File: src/rtl/extmem_pkg.sv
package extmem_pkg;

  // Pin-side strobe set, all registered together.
  typedef struct packed {
    logic rom_cs_n;
    logic ram_cs_n;
    logic oe_n;
    logic we_n;
    logic bsel;
    logic dq_oe;
  } strobe_t;

  localparam strobe_t STROBE_IDLE = '{
    rom_cs_n: 1'b1,
    ram_cs_n: 1'b1,
    oe_n:     1'b1,
    we_n:     1'b1,
    bsel:     1'b0,
    dq_oe:    1'b0
  };

  // Classification of an accepted request.
  typedef struct packed {
    logic is_ram;
    logic is_write;  // only ever set for RAM targets
    logic narrow;    // RAM strapped to 8 bits
  } kind_t;

endpackage

File: src/rtl/extmem_slot_seq.sv
module extmem_slot_seq
  import extmem_pkg::*;
#(
  parameter int ADDR_W     = 19,
  parameter int DATA_W     = 16,
  parameter int SLOT_TICKS = 5,
  localparam int TICK_W    = $clog2(SLOT_TICKS)
) (
  input  logic              clk,
  input  logic              rst,
  input  logic              req_valid,
  input  logic              req_write,
  input  logic              req_ram,
  input  logic [ADDR_W-1:0] req_addr,
  input  logic [DATA_W-1:0] req_wdata,
  input  logic              ram_narrow,
  output logic              req_ready,
  output logic              busy_q,
  output logic [TICK_W-1:0] tick_q,
  output kind_t             kind_q,
  output logic [ADDR_W-1:0] addr_q,
  output logic              nxt_busy,
  output logic [TICK_W-1:0] nxt_tick,
  output kind_t             nxt_kind,
  output logic [DATA_W-1:0] nxt_wdata
);

  localparam logic [TICK_W-1:0] T_LAST = TICK_W'(SLOT_TICKS - 1);

  logic              accept;
  logic [ADDR_W-1:0] nxt_addr;
  logic [DATA_W-1:0] wdata_q;

  // New slot may start while the current one shows its last tick.
  assign req_ready = !busy_q || (tick_q == T_LAST);
  assign accept    = req_valid && req_ready;

  always_comb begin
    nxt_busy  = busy_q;
    nxt_tick  = tick_q;
    nxt_kind  = kind_q;
    nxt_addr  = addr_q;
    nxt_wdata = wdata_q;
    if (accept) begin
      nxt_busy          = 1'b1;
      nxt_tick          = '0;
      nxt_kind.is_ram   = req_ram;
      nxt_kind.is_write = req_ram && req_write;
      nxt_kind.narrow   = req_ram && ram_narrow;
      nxt_addr          = req_addr;
      nxt_wdata         = req_wdata;
    end else if (busy_q) begin
      if (tick_q == T_LAST) nxt_busy = 1'b0;
      else                  nxt_tick = tick_q + 1'b1;
    end
  end

  always_ff @(posedge clk) begin
    if (rst) begin
      busy_q  <= 1'b0;
      tick_q  <= '0;
      kind_q  <= '0;
      addr_q  <= '0;
      wdata_q <= '0;
    end else begin
      busy_q  <= nxt_busy;
      tick_q  <= nxt_tick;
      kind_q  <= nxt_kind;
      addr_q  <= nxt_addr;
      wdata_q <= nxt_wdata;
    end
  end

  // inside a slot the tick counter advances by one every cycle.
  p_tick_step_r2: assert property (@(posedge clk) disable iff (rst)
    (busy_q && tick_q != T_LAST) |=> (busy_q && tick_q == $past(tick_q) + 1'b1));

endmodule

File: src/rtl/extmem_strobe_gen.sv
module extmem_strobe_gen
  import extmem_pkg::*;
#(
  parameter int DATA_W     = 16,
  parameter int SLOT_TICKS = 5,
  parameter int CS_SETUP   = 1,
  localparam int TICK_W    = $clog2(SLOT_TICKS)
) (
  input  logic              clk,
  input  logic              rst,
  input  logic              nxt_busy,
  input  logic [TICK_W-1:0] nxt_tick,
  input  kind_t             nxt_kind,
  input  logic [DATA_W-1:0] nxt_wdata,
  output strobe_t           strb_q,
  output logic [DATA_W-1:0] dq_o_q
);

  localparam int HALF = DATA_W / 2;
  // Tick plan: CS_SETUP ticks of select-only, a strobe window, one recovery tick.
  localparam logic [TICK_W-1:0] T_STB_BEG  = TICK_W'(CS_SETUP);
  localparam logic [TICK_W-1:0] T_STB_END  = TICK_W'(SLOT_TICKS - 2);
  localparam logic [TICK_W-1:0] T_LO_END   = TICK_W'(CS_SETUP);
  localparam logic [TICK_W-1:0] T_HI_BEG   = TICK_W'(CS_SETUP + 1);
  localparam logic [TICK_W-1:0] T_HI_PULSE = TICK_W'(CS_SETUP + 2);

  strobe_t           strb_d;
  logic [DATA_W-1:0] dq_d;
  logic [HALF-1:0]   lane_byte;
  logic              in_cs, in_stb, hi_half, pulse;

  always_comb begin
    in_cs   = nxt_busy && (nxt_tick <= T_STB_END);
    in_stb  = in_cs && (nxt_tick >= T_STB_BEG);
    hi_half = nxt_kind.narrow && (nxt_tick >= T_HI_BEG);
    if (nxt_kind.narrow)
      pulse = in_stb && nxt_kind.is_write &&
              ((nxt_tick <= T_LO_END) || (nxt_tick >= T_HI_PULSE));
    else
      pulse = in_stb && nxt_kind.is_write;
    lane_byte = hi_half ? nxt_wdata[DATA_W-1:HALF] : nxt_wdata[HALF-1:0];

    strb_d = STROBE_IDLE;
    if (in_cs) begin
      strb_d.rom_cs_n = nxt_kind.is_ram;
      strb_d.ram_cs_n = !nxt_kind.is_ram;
    end
    strb_d.oe_n  = !(in_stb && !nxt_kind.is_write);
    strb_d.we_n  = !pulse;
    strb_d.dq_oe = pulse;
    strb_d.bsel  = in_stb && hi_half;

    dq_d = dq_o_q;  // hold the pins when nothing is written
    if (pulse)
      dq_d = nxt_kind.narrow ? {{HALF{1'b0}}, lane_byte} : nxt_wdata;
  end

  always_ff @(posedge clk) begin
    if (rst) begin
      strb_q <= STROBE_IDLE;
      dq_o_q <= '0;
    end else begin
      strb_q <= strb_d;
      dq_o_q <= dq_d;
    end
  end

  p_cs_excl_r3: assert property (@(posedge clk) disable iff (rst)
    !(!strb_q.rom_cs_n && !strb_q.ram_cs_n));

  p_oe_setup_r4: assert property (@(posedge clk) disable iff (rst)
    $fell(strb_q.oe_n) |-> $past(!strb_q.rom_cs_n || !strb_q.ram_cs_n));

  p_we_setup_r4: assert property (@(posedge clk) disable iff (rst)
    $fell(strb_q.we_n) |-> $past(!strb_q.ram_cs_n));

  p_turnaround_r11: assert property (@(posedge clk) disable iff (rst)
    $rose(strb_q.dq_oe) |-> $past(strb_q.oe_n));

  p_no_fight_r11: assert property (@(posedge clk) disable iff (rst)
    !(strb_q.dq_oe && !strb_q.oe_n));

endmodule

File: src/rtl/extmem_rd_merge.sv
module extmem_rd_merge
  import extmem_pkg::*;
#(
  parameter int DATA_W     = 16,
  parameter int SLOT_TICKS = 5,
  parameter int CS_SETUP   = 1,
  localparam int TICK_W    = $clog2(SLOT_TICKS)
) (
  input  logic              clk,
  input  logic              rst,
  input  logic              busy_q,
  input  logic [TICK_W-1:0] tick_q,
  input  kind_t             kind_q,
  input  logic [DATA_W-1:0] dq_i,
  output logic [DATA_W-1:0] rd_data_q,
  output logic              done_q
);

  localparam int HALF = DATA_W / 2;
  localparam logic [TICK_W-1:0] T_LO_END  = TICK_W'(CS_SETUP);
  localparam logic [TICK_W-1:0] T_STB_END = TICK_W'(SLOT_TICKS - 2);

  logic [HALF-1:0] lo_q;
  logic            reading;

  assign reading = busy_q && !kind_q.is_write;

  always_ff @(posedge clk) begin
    if (rst) begin
      lo_q      <= '0;
      rd_data_q <= '0;
      done_q    <= 1'b0;
    end else begin
      done_q <= busy_q && (tick_q == T_STB_END);
      if (reading && kind_q.narrow && tick_q == T_LO_END)
        lo_q <= dq_i[HALF-1:0];
      if (reading && tick_q == T_STB_END)
        rd_data_q <= kind_q.narrow ? {dq_i[HALF-1:0], lo_q} : dq_i;
    end
  end

endmodule

File: src/rtl/extmem_slot_ctrl.sv
module extmem_slot_ctrl
  import extmem_pkg::*;
#(
  parameter int ADDR_W     = 19,
  parameter int DATA_W     = 16,
  parameter int SLOT_TICKS = 5,
  parameter int CS_SETUP   = 1
) (
  input  logic              clk,
  input  logic              rst,
  input  logic              req_valid,
  input  logic              req_write,
  input  logic              req_ram,
  input  logic [ADDR_W-1:0] req_addr,
  input  logic [DATA_W-1:0] req_wdata,
  input  logic              ram_narrow,
  output logic              req_ready,
  output logic [DATA_W-1:0] rd_data,
  output logic              rd_done,
  output logic [ADDR_W-1:0] mem_addr,
  output logic              rom_cs_n,
  output logic              ram_cs_n,
  output logic              mem_oe_n,
  output logic              mem_we_n,
  output logic              ram_bsel,
  output logic [DATA_W-1:0] mem_dq_o,
  output logic              mem_dq_oe,
  input  logic [DATA_W-1:0] mem_dq_i
);

  localparam int TICK_W = $clog2(SLOT_TICKS);

  logic              busy_q, nxt_busy;
  logic [TICK_W-1:0] tick_q, nxt_tick;
  kind_t             kind_q, nxt_kind;
  logic [DATA_W-1:0] nxt_wdata;
  strobe_t           strb_q;

  extmem_slot_seq #(
    .ADDR_W(ADDR_W), .DATA_W(DATA_W), .SLOT_TICKS(SLOT_TICKS)
  ) u_seq (
    .clk(clk), .rst(rst),
    .req_valid(req_valid), .req_write(req_write), .req_ram(req_ram),
    .req_addr(req_addr), .req_wdata(req_wdata), .ram_narrow(ram_narrow),
    .req_ready(req_ready),
    .busy_q(busy_q), .tick_q(tick_q), .kind_q(kind_q), .addr_q(mem_addr),
    .nxt_busy(nxt_busy), .nxt_tick(nxt_tick), .nxt_kind(nxt_kind),
    .nxt_wdata(nxt_wdata)
  );

  extmem_strobe_gen #(
    .DATA_W(DATA_W), .SLOT_TICKS(SLOT_TICKS), .CS_SETUP(CS_SETUP)
  ) u_strb (
    .clk(clk), .rst(rst),
    .nxt_busy(nxt_busy), .nxt_tick(nxt_tick), .nxt_kind(nxt_kind),
    .nxt_wdata(nxt_wdata),
    .strb_q(strb_q), .dq_o_q(mem_dq_o)
  );

  extmem_rd_merge #(
    .DATA_W(DATA_W), .SLOT_TICKS(SLOT_TICKS), .CS_SETUP(CS_SETUP)
  ) u_rd (
    .clk(clk), .rst(rst),
    .busy_q(busy_q), .tick_q(tick_q), .kind_q(kind_q),
    .dq_i(mem_dq_i),
    .rd_data_q(rd_data), .done_q(rd_done)
  );

  assign rom_cs_n  = strb_q.rom_cs_n;
  assign ram_cs_n  = strb_q.ram_cs_n;
  assign mem_oe_n  = strb_q.oe_n;
  assign mem_we_n  = strb_q.we_n;
  assign ram_bsel  = strb_q.bsel;
  assign mem_dq_oe = strb_q.dq_oe;

  logic cs_any;
  assign cs_any = !rom_cs_n || !ram_cs_n;

  p_addr_hold_r12: assert property (@(posedge clk) disable iff (rst)
    (cs_any && $past(cs_any)) |-> $stable(mem_addr));

  p_done_single_r2: assert property (@(posedge clk) disable iff (rst)
    rd_done |=> !rd_done);

  p_rom_readonly_r7: assert property (@(posedge clk) disable iff (rst)
    !rom_cs_n |-> (mem_we_n && !mem_dq_oe));

  p_rom_wide_r6: assert property (@(posedge clk) disable iff (rst)
    !rom_cs_n |-> !ram_bsel);

  p_drive_in_pulse_r11: assert property (@(posedge clk) disable iff (rst)
    mem_dq_oe |-> (!mem_we_n && !ram_cs_n));

endmodule

File: config.mk
export PLATFORM = sky130hd
export DESIGN_NAME = extmem_slot_ctrl
export DESIGN_NICKNAME = d
export VERILOG_FILES = /design/src/rtl/extmem_pkg.sv /design/src/rtl/extmem_slot_seq.sv /design/src/rtl/extmem_strobe_gen.sv /design/src/rtl/extmem_rd_merge.sv /design/src/rtl/extmem_slot_ctrl.sv
export SDC_FILE = /design/constraint.sdc
export NUM_CORES = 1
export LEC_CHECK = 0
export BUFFER_PORTS_ARGS = -buffer_cell sky130_fd_sc_hd__clkbuf_2
export CORE_ASPECT_RATIO = 0.5
export CORE_MARGIN = 5
export CORE_UTILIZATION = 45
export DETAILED_ROUTE_END_ITERATION = 10
export PLACE_DENSITY_LB_ADDON = 0.05
export RECOVER_POWER = 50
export SYNTH_ARGS = -nofsm -noshare
export SYNTH_HDL_FRONTEND = slang
export SYNTH_HIERARCHICAL = 1
export SYNTH_SLANG_ARGS = --single-unit
File: constraint.sdc
create_clock -name clk -period 2.38 [get_ports clk]
set_input_delay 0.357 -clock clk [delete_from_list [all_inputs] [get_ports clk]]
set_output_delay 0.357 -clock clk [all_outputs]
set_load 0.01 [all_outputs]
==> run metrics, run 1 <==
pin count of the biggest net entering global routing 38; #FFs+latches synth 89; cell family with most CP delay compound AO/OA/AOI/OAI gates; setup repair bufs after CTS 0; Hold Path Sink u_seq/addr_q[10]; Buf/Inv on CP 1; fmax 0.468 GHz; cells on worst reg2reg path 8; Area growth syn-to-layout 21.1%; Post-Route Skew roughly 7.0 ps; RSZ-0062 raised after global routing false; final wirelength between 9000 and 10,000 µm; Leak 1.80 nW; Cell Chain, Critical Path buf_4 -> ha_1 -> nor2b_1 -> o21ai_0 -> nand2_1 -> o21ai_1 -> nand2_1 -> a211oi_1; Max transition margin -0.0222; worst-case clock buffer depth 2; Pwr Density 729 nW/µm²; dominant synthesized flop cell dfxtp_1; CTS tree yes; CTS clock-pin slew for the worst setup and hold paths 60 ps; Final min period approximately 2100 ps; slowest CP cell o21ai_1; Die Height 75.2 µm; run status finished with violations; hold crit path type primary input to register; Avg Cell Area, Syn between 8 and 9 µm²; Clock Tree Root clkbuf_16; first-pass GRT wire length 16,100 µm; worst vdd ir roughly 0.34 mV; final hold viol count 0; most used cell, CP nand2_1; synthesized area roughly 3800 µm²; 1st-iter DRT viols between 150 and 200; die area 10,600 µm²; total negative setup slack 0 ps; Port Buf Inserts 115; DRC violations left 0; share of layout cells above drive strength 1 0.180; Final Slew Violations 38; Ys Warns 6; Core ar. around 8100 µm²; vias in the first global route roughly 3,200; DR WL met3 781 µm; Worst Path Arrival around 2400 ps; Die Width ~140 µm; reg2reg end u_strb/dq_o_q[1]; FILL cells between 800 and 900; Max-cap violations 1; CTS sink count 89; Synth Instances 432; ant diodes 0; DPL Wire Length approximately 6900 µm; Least-Margin Pin Slew 1530 ps; # setup viols final 0; H-Tree Depth 3; CTS Buf Count 9; starting density of the core 0.470; DP Cell Count 636; Worst path max stage delay around 520 ps; Hold Slack 250 ps; global route total overflow 0; Final Net Count 594; vias per std cell 5.27; Finished Layout Cells 652; fin util 0.570; Post-Syn Nets 491; Hold Path Stages 3; CP Capture Type register; Crit Path Max Fanout 9; CTS resizes 0; Critical Path Start Type register; Vias 3,437; worst skew pair latency 340 ps; post-synthesis async set-or-reset flop share 0; Post-CTS Hold Fix Bufs 0; first-pass iteration count of the detailed router 4; met1 wire length between 5000 and 6000 µm; met2 routed WL 3960 µm; # rows 23; DR top layer met4; failing checks capacitance limit, slew limit; Reg2Reg Setup Slack 240 ps; reg2reg start u_seq/tick_q[0]; Worst Path Required 2630 ps; io pins approximately 120; sequential area share after synthesis 0.465; number of synthesized flops with an enable pin 0; Final ANT Viol Nets 0; fin crit share 0.898; post-DR wirelength/cell 15.1 µm; Synth cell types 39; All-Layer GR Usage 0.192; Setup CP Type register to register; initial antenna violation count 0; min-delay src req_addr[10]; gpl congestion 0.795
-- worst max path at each step --
stage	cells after the start	endpoint	startpoint
global route	10	u_strb/dq_o_q[1]	u_seq/tick_q[1]
global placement	8	u_strb/dq_o_q[1]	u_seq/tick_q[0]
CTS	8	u_strb/dq_o_q[2]	u_seq/tick_q[0]
floorplan	11	u_strb/dq_o_q[10]	u_seq/tick_q[0]
detailed placement	8	u_strb/dq_o_q[2]	u_seq/tick_q[0]
finish	8	u_strb/dq_o_q[1]	u_seq/tick_q[0]
-- synth_stat cells (2+ instances only) --
| library cell | n | area share |
|---|---|---|
| inv_2 | 2 | 0.0020 |
| a211oi_1 | 9 | 0.018 |
| buf_2 | 15 | 0.020 |
| nand4_1 | 2 | 0.0033 |
| nand2b_1 | 17 | 0.028 |
| clkbuf_1 | 11 | 0.011 |
| a21oi_1 | 76 | 0.099 |
| mux2i_1 | 25 | 0.065 |
| clkbuf_2 | 2 | 0.0026 |
| nor2_1 | 9 | 0.0088 |
| a211oi_2 | 10 | 0.033 |
| o21ai_1 | 6 | 0.0078 |
| buf_8 | 2 | 0.0078 |
| ha_1 | 2 | 0.0065 |
| nand2_1 | 41 | 0.040 |
| nand3b_1 | 8 | 0.016 |
| nand3_1 | 39 | 0.051 |
| o21ai_0 | 39 | 0.051 |
| dfxtp_1 | 89 | 0.47 |
| buf_4 | 3 | 0.0059 |
| buf_6 | 3 | 0.0088 |
| inv_1 | 5 | 0.0049 |
-- cell type report --
class / instances / area [µm²] / share of cell area
well taps: 112 / 140 / 0.0302
clock inverters: 6 / 82.6 / 0.0178
flip-flops and latches: 89 / 1780 / 0.384
inverters: 7 / 26.3 / 0.00566
clock buffers: 10 / 229 / 0.0493
repair buffers: 129 / 602 / 0.130
multi-input cells: 299 / 1780 / 0.383
-- cell usage in the layout, fill, tap and decap left out, drive strengths merged, types with 3 or more instances in the layout --
cell type,count
mux2i,25
clkbuf,127
nand2,41
nor2,9
inv,7
buf,12
a21oi,76
clkinv,3
nand3,39
dfxtp,89
o21ai,45
nand2b,17
a211oi,19
nand3b,8
-- power breakdown --
group          total [mW]  internal, mW  leakage (nW)  switching (mW)
Sequential           1.56          1.54         0.724          0.0199
Clock                1.48         0.914         0.152           0.563
Combinational       0.349         0.131         0.922           0.218
-- layer usage --
| layer | track usage | vias to the layer above |
|---|---|---|
| met5 | 0 | - |
| met4 | 0.0548 | 0 |
| met3 | 0.0698 | 10 |
| met2 | 0.275 | 97 |
| met1 | 0.274 | 1594 |
| li1 | - | 1736 |
-- sequential cells by signal, indices dropped and copies added, names as in the netlist, 3 cells and up --
register and count:
u_rd/lo_q 8, u_rd/rd_data_q 16, u_seq/addr_q 19, u_seq/kind_q 3, u_seq/tick_q 3, u_seq/wdata_q 16, u_strb/dq_o_q 16, u_strb/strb_q 6
-- metrics by stage --
stage	instance area, µm²	setup slack [ps]	power, mW
floorplan	3830	310	1.81
global placement	4440	340	1.95
detailed placement	4440	264	1.95
CTS	4750	243	3.44
global route	4640	7.86	3.56
finish	4640	244	3.38
-- cells by family after synthesis --
kind of cell | synth area share
adder cells (fa/ha/maj) | 0.00653
multiplexers | 0.0653
AND/OR/NAND/NOR | 0.170
buffers and inverters | 0.0634
flip-flops | 0.465
AO/OA/AOI/OAI | 0.229
-- worst register-to-register path: stages, from the launching register on --
cell      delay (ps)
dfxtp_1          310
buf_4            140
ha_1             200
nor2b_1          120
o21ai_0          270
nand2_1          150
o21ai_1          520
nand2_1          150
a211oi_1         210
No activity file was read; power rests on OpenSTA's default activity.
==> run 2: changes to the inputs <==
Settings changed: CORE_ASPECT_RATIO 0.5 to 2.
==> run 2 against run 1 <==
Net effect:
- the flow now finishes without violations
- via count is 0.79% lower
- combinational power about the same
- utilization is 0.79 points lower
- clock skew is 0.80 ps higher
- global-route usage is 0.22 points lower
- cell count is 2.1% lower
- critical path depth is 2 higher
- worst hold slack better by 0.76 ps
- largest power group unchanged
==> run metrics, run 2 (same netlist as run 1, synthesis figures left out) <==
Die Height ~140 µm; die area 10,600 µm²; Final Net Count 594; first-pass GRT wire length 15,800 µm; final wirelength 10,000 µm; 1st-iter DRT viols roughly 110; reg2reg end u_strb/dq_o_q[3]; Hold Path Stages 3; Critical Path Start Type register; Final min period 2200 ps; Hold Slack 251 ps; Pwr Density 707 nW/µm²; fmax 0.455 GHz; share of layout cells above drive strength 1 0.194; Post-Route Skew 7.83 ps; # setup viols final 0; worst skew pair latency ~340 ps; Post-CTS Hold Fix Bufs 0; post-DR wirelength/cell approximately 16 µm; gpl congestion 0.746; Setup CP Type register to register; cells on worst reg2reg path 10; vias in the first global route 3,264; Cell Chain, Critical Path inv_1 -> ha_1 -> a21boi_4 -> inv_2 -> nand4_1 -> nand2_1 -> nor2b_4 -> o2111a_4 -> nor2_1 -> a211oi_1; worst vdd ir 0.442 mV; Final Slew Violations 0; fin crit share 0.923; CTS Buf Count 9; # rows 47; CP Capture Type register; vias per std cell 5.34; most frequent cells in the layout dfxtp_1 (89), a21oi_1 (76), clkbuf_1 (61); CTS tree yes; ant diodes 0; CTS sink count 89; Vias 3,410; run status complete, no violations; most common cell after layout, fill and taps aside dfxtp_1; hold crit path type primary input to register; Final ANT Viol Nets 0; max FFs per register 19; H-Tree Depth 3; CTS clock-pin slew for the worst setup and hold paths 60 ps; most flop-heavy register u_seq/addr_q; Leak 1.80 nW; setup repair bufs after CTS 0; starting density of the core 0.462; pin count of the biggest net entering global routing 41; global route total overflow 0; io pins 116; Crit Path Max Fanout 17; initial antenna violation count 0; Reg2Reg Setup Slack approximately 180 ps; Port Buf Inserts 115; CTS resizes 0; reg2reg start u_seq/tick_q[0]; Worst Path Required 2640 ps; Area growth syn-to-layout 21.6%; Hold Path Sink u_seq/addr_q[1]; FILL cells 815; first-pass iteration count of the detailed router 5; min-delay src req_addr[1]; final hold viol count 0; fin util 0.562; Max-cap violations 0; DRC violations left 0; slowest CP cell dfxtp_1; Die Width 75.2 µm; worst-case clock buffer depth 2; Clock Tree Root clkbuf_16; Worst Path Arrival 2450 ps; Worst path max stage delay 400 ps; All-Layer GR Usage 0.190; total negative setup slack 0 ps; DPL Wire Length 7020 µm; Least-Margin Pin Slew 605 ps; Core ar. 8290 µm²; Max transition margin 0.597
-- run 2: worst max path at each step --
stage	from	slack [ps]	cells past startpoint	end
after global placement	u_seq/tick_q[0]	140	10	u_strb/dq_o_q[2]
after floorplan	u_seq/tick_q[0]	310	11	u_strb/dq_o_q[10]
after detailed placement	u_seq/tick_q[0]	20	10	u_strb/dq_o_q[3]
after CTS	u_seq/tick_q[0]	6	10	u_strb/dq_o_q[3]
final	u_seq/tick_q[0]	180	10	u_strb/dq_o_q[3]
after global routing	u_seq/tick_q[0]	-10	10	u_strb/dq_o_q[3]
-- run 2: critical path: cells and delay by family (launching register included) --
| family | cells | cell delay [ps] |
|---|---|---|
| flops | 1 | 400 |
| fa+ha+maj | 1 | 250 |
| compound gates | 3 | 760 |
| simple gates | 4 | 530 |
| buf+inv | 2 | 170 |
-- run 2: cell type report --
cell class	instances	area (µm²)	share of cell area
Timing Repair Buffer	128	608	0.131
Clock buffer	13	250	0.0537
Clock inverter	3	40.0	0.00859
Tap cell	98	123	0.0263
Inverter	7	26.3	0.00564
Sequential cell	89	1780	0.382
Multi-Input combinational cell	300	1830	0.393
-- run 2: layer usage --
metal / part of all wire / wire [µm] / global-route usage / vias to the layer above
li1: - / - / - / 1737
met1: 0.41 / 4140 / 0.227 / 1558
met2: 0.50 / 5050 / 0.317 / 106
met3: 0.069 / 695 / 0.0574 / 9
met4: 0.015 / 149 / 0.0636 / 0
met5: 0 / 0 / 0 / -
-- run 2: stage by stage --
step | instances | setup WS [ps] | power, mW | cell area [µm²]
floorplan | 432 | 310 | 1.81 | 3830
global placement | 621 | 144 | 1.94 | 4410
detailed placement | 621 | 17.7 | 1.95 | 4410
CTS | 637 | 5.87 | 3.33 | 4700
global route | 638 | -9.96 | 3.44 | 4660
finish | 638 | 183 | 3.29 | 4660
-- run 2: report_power, final --
group	switching (mW)	leakage, nW	internal [mW]
registers	0.0215	0.724	1.54
clock network	0.544	0.144	0.839
logic	0.217	0.931	0.132
total	0.783	1.80	2.51
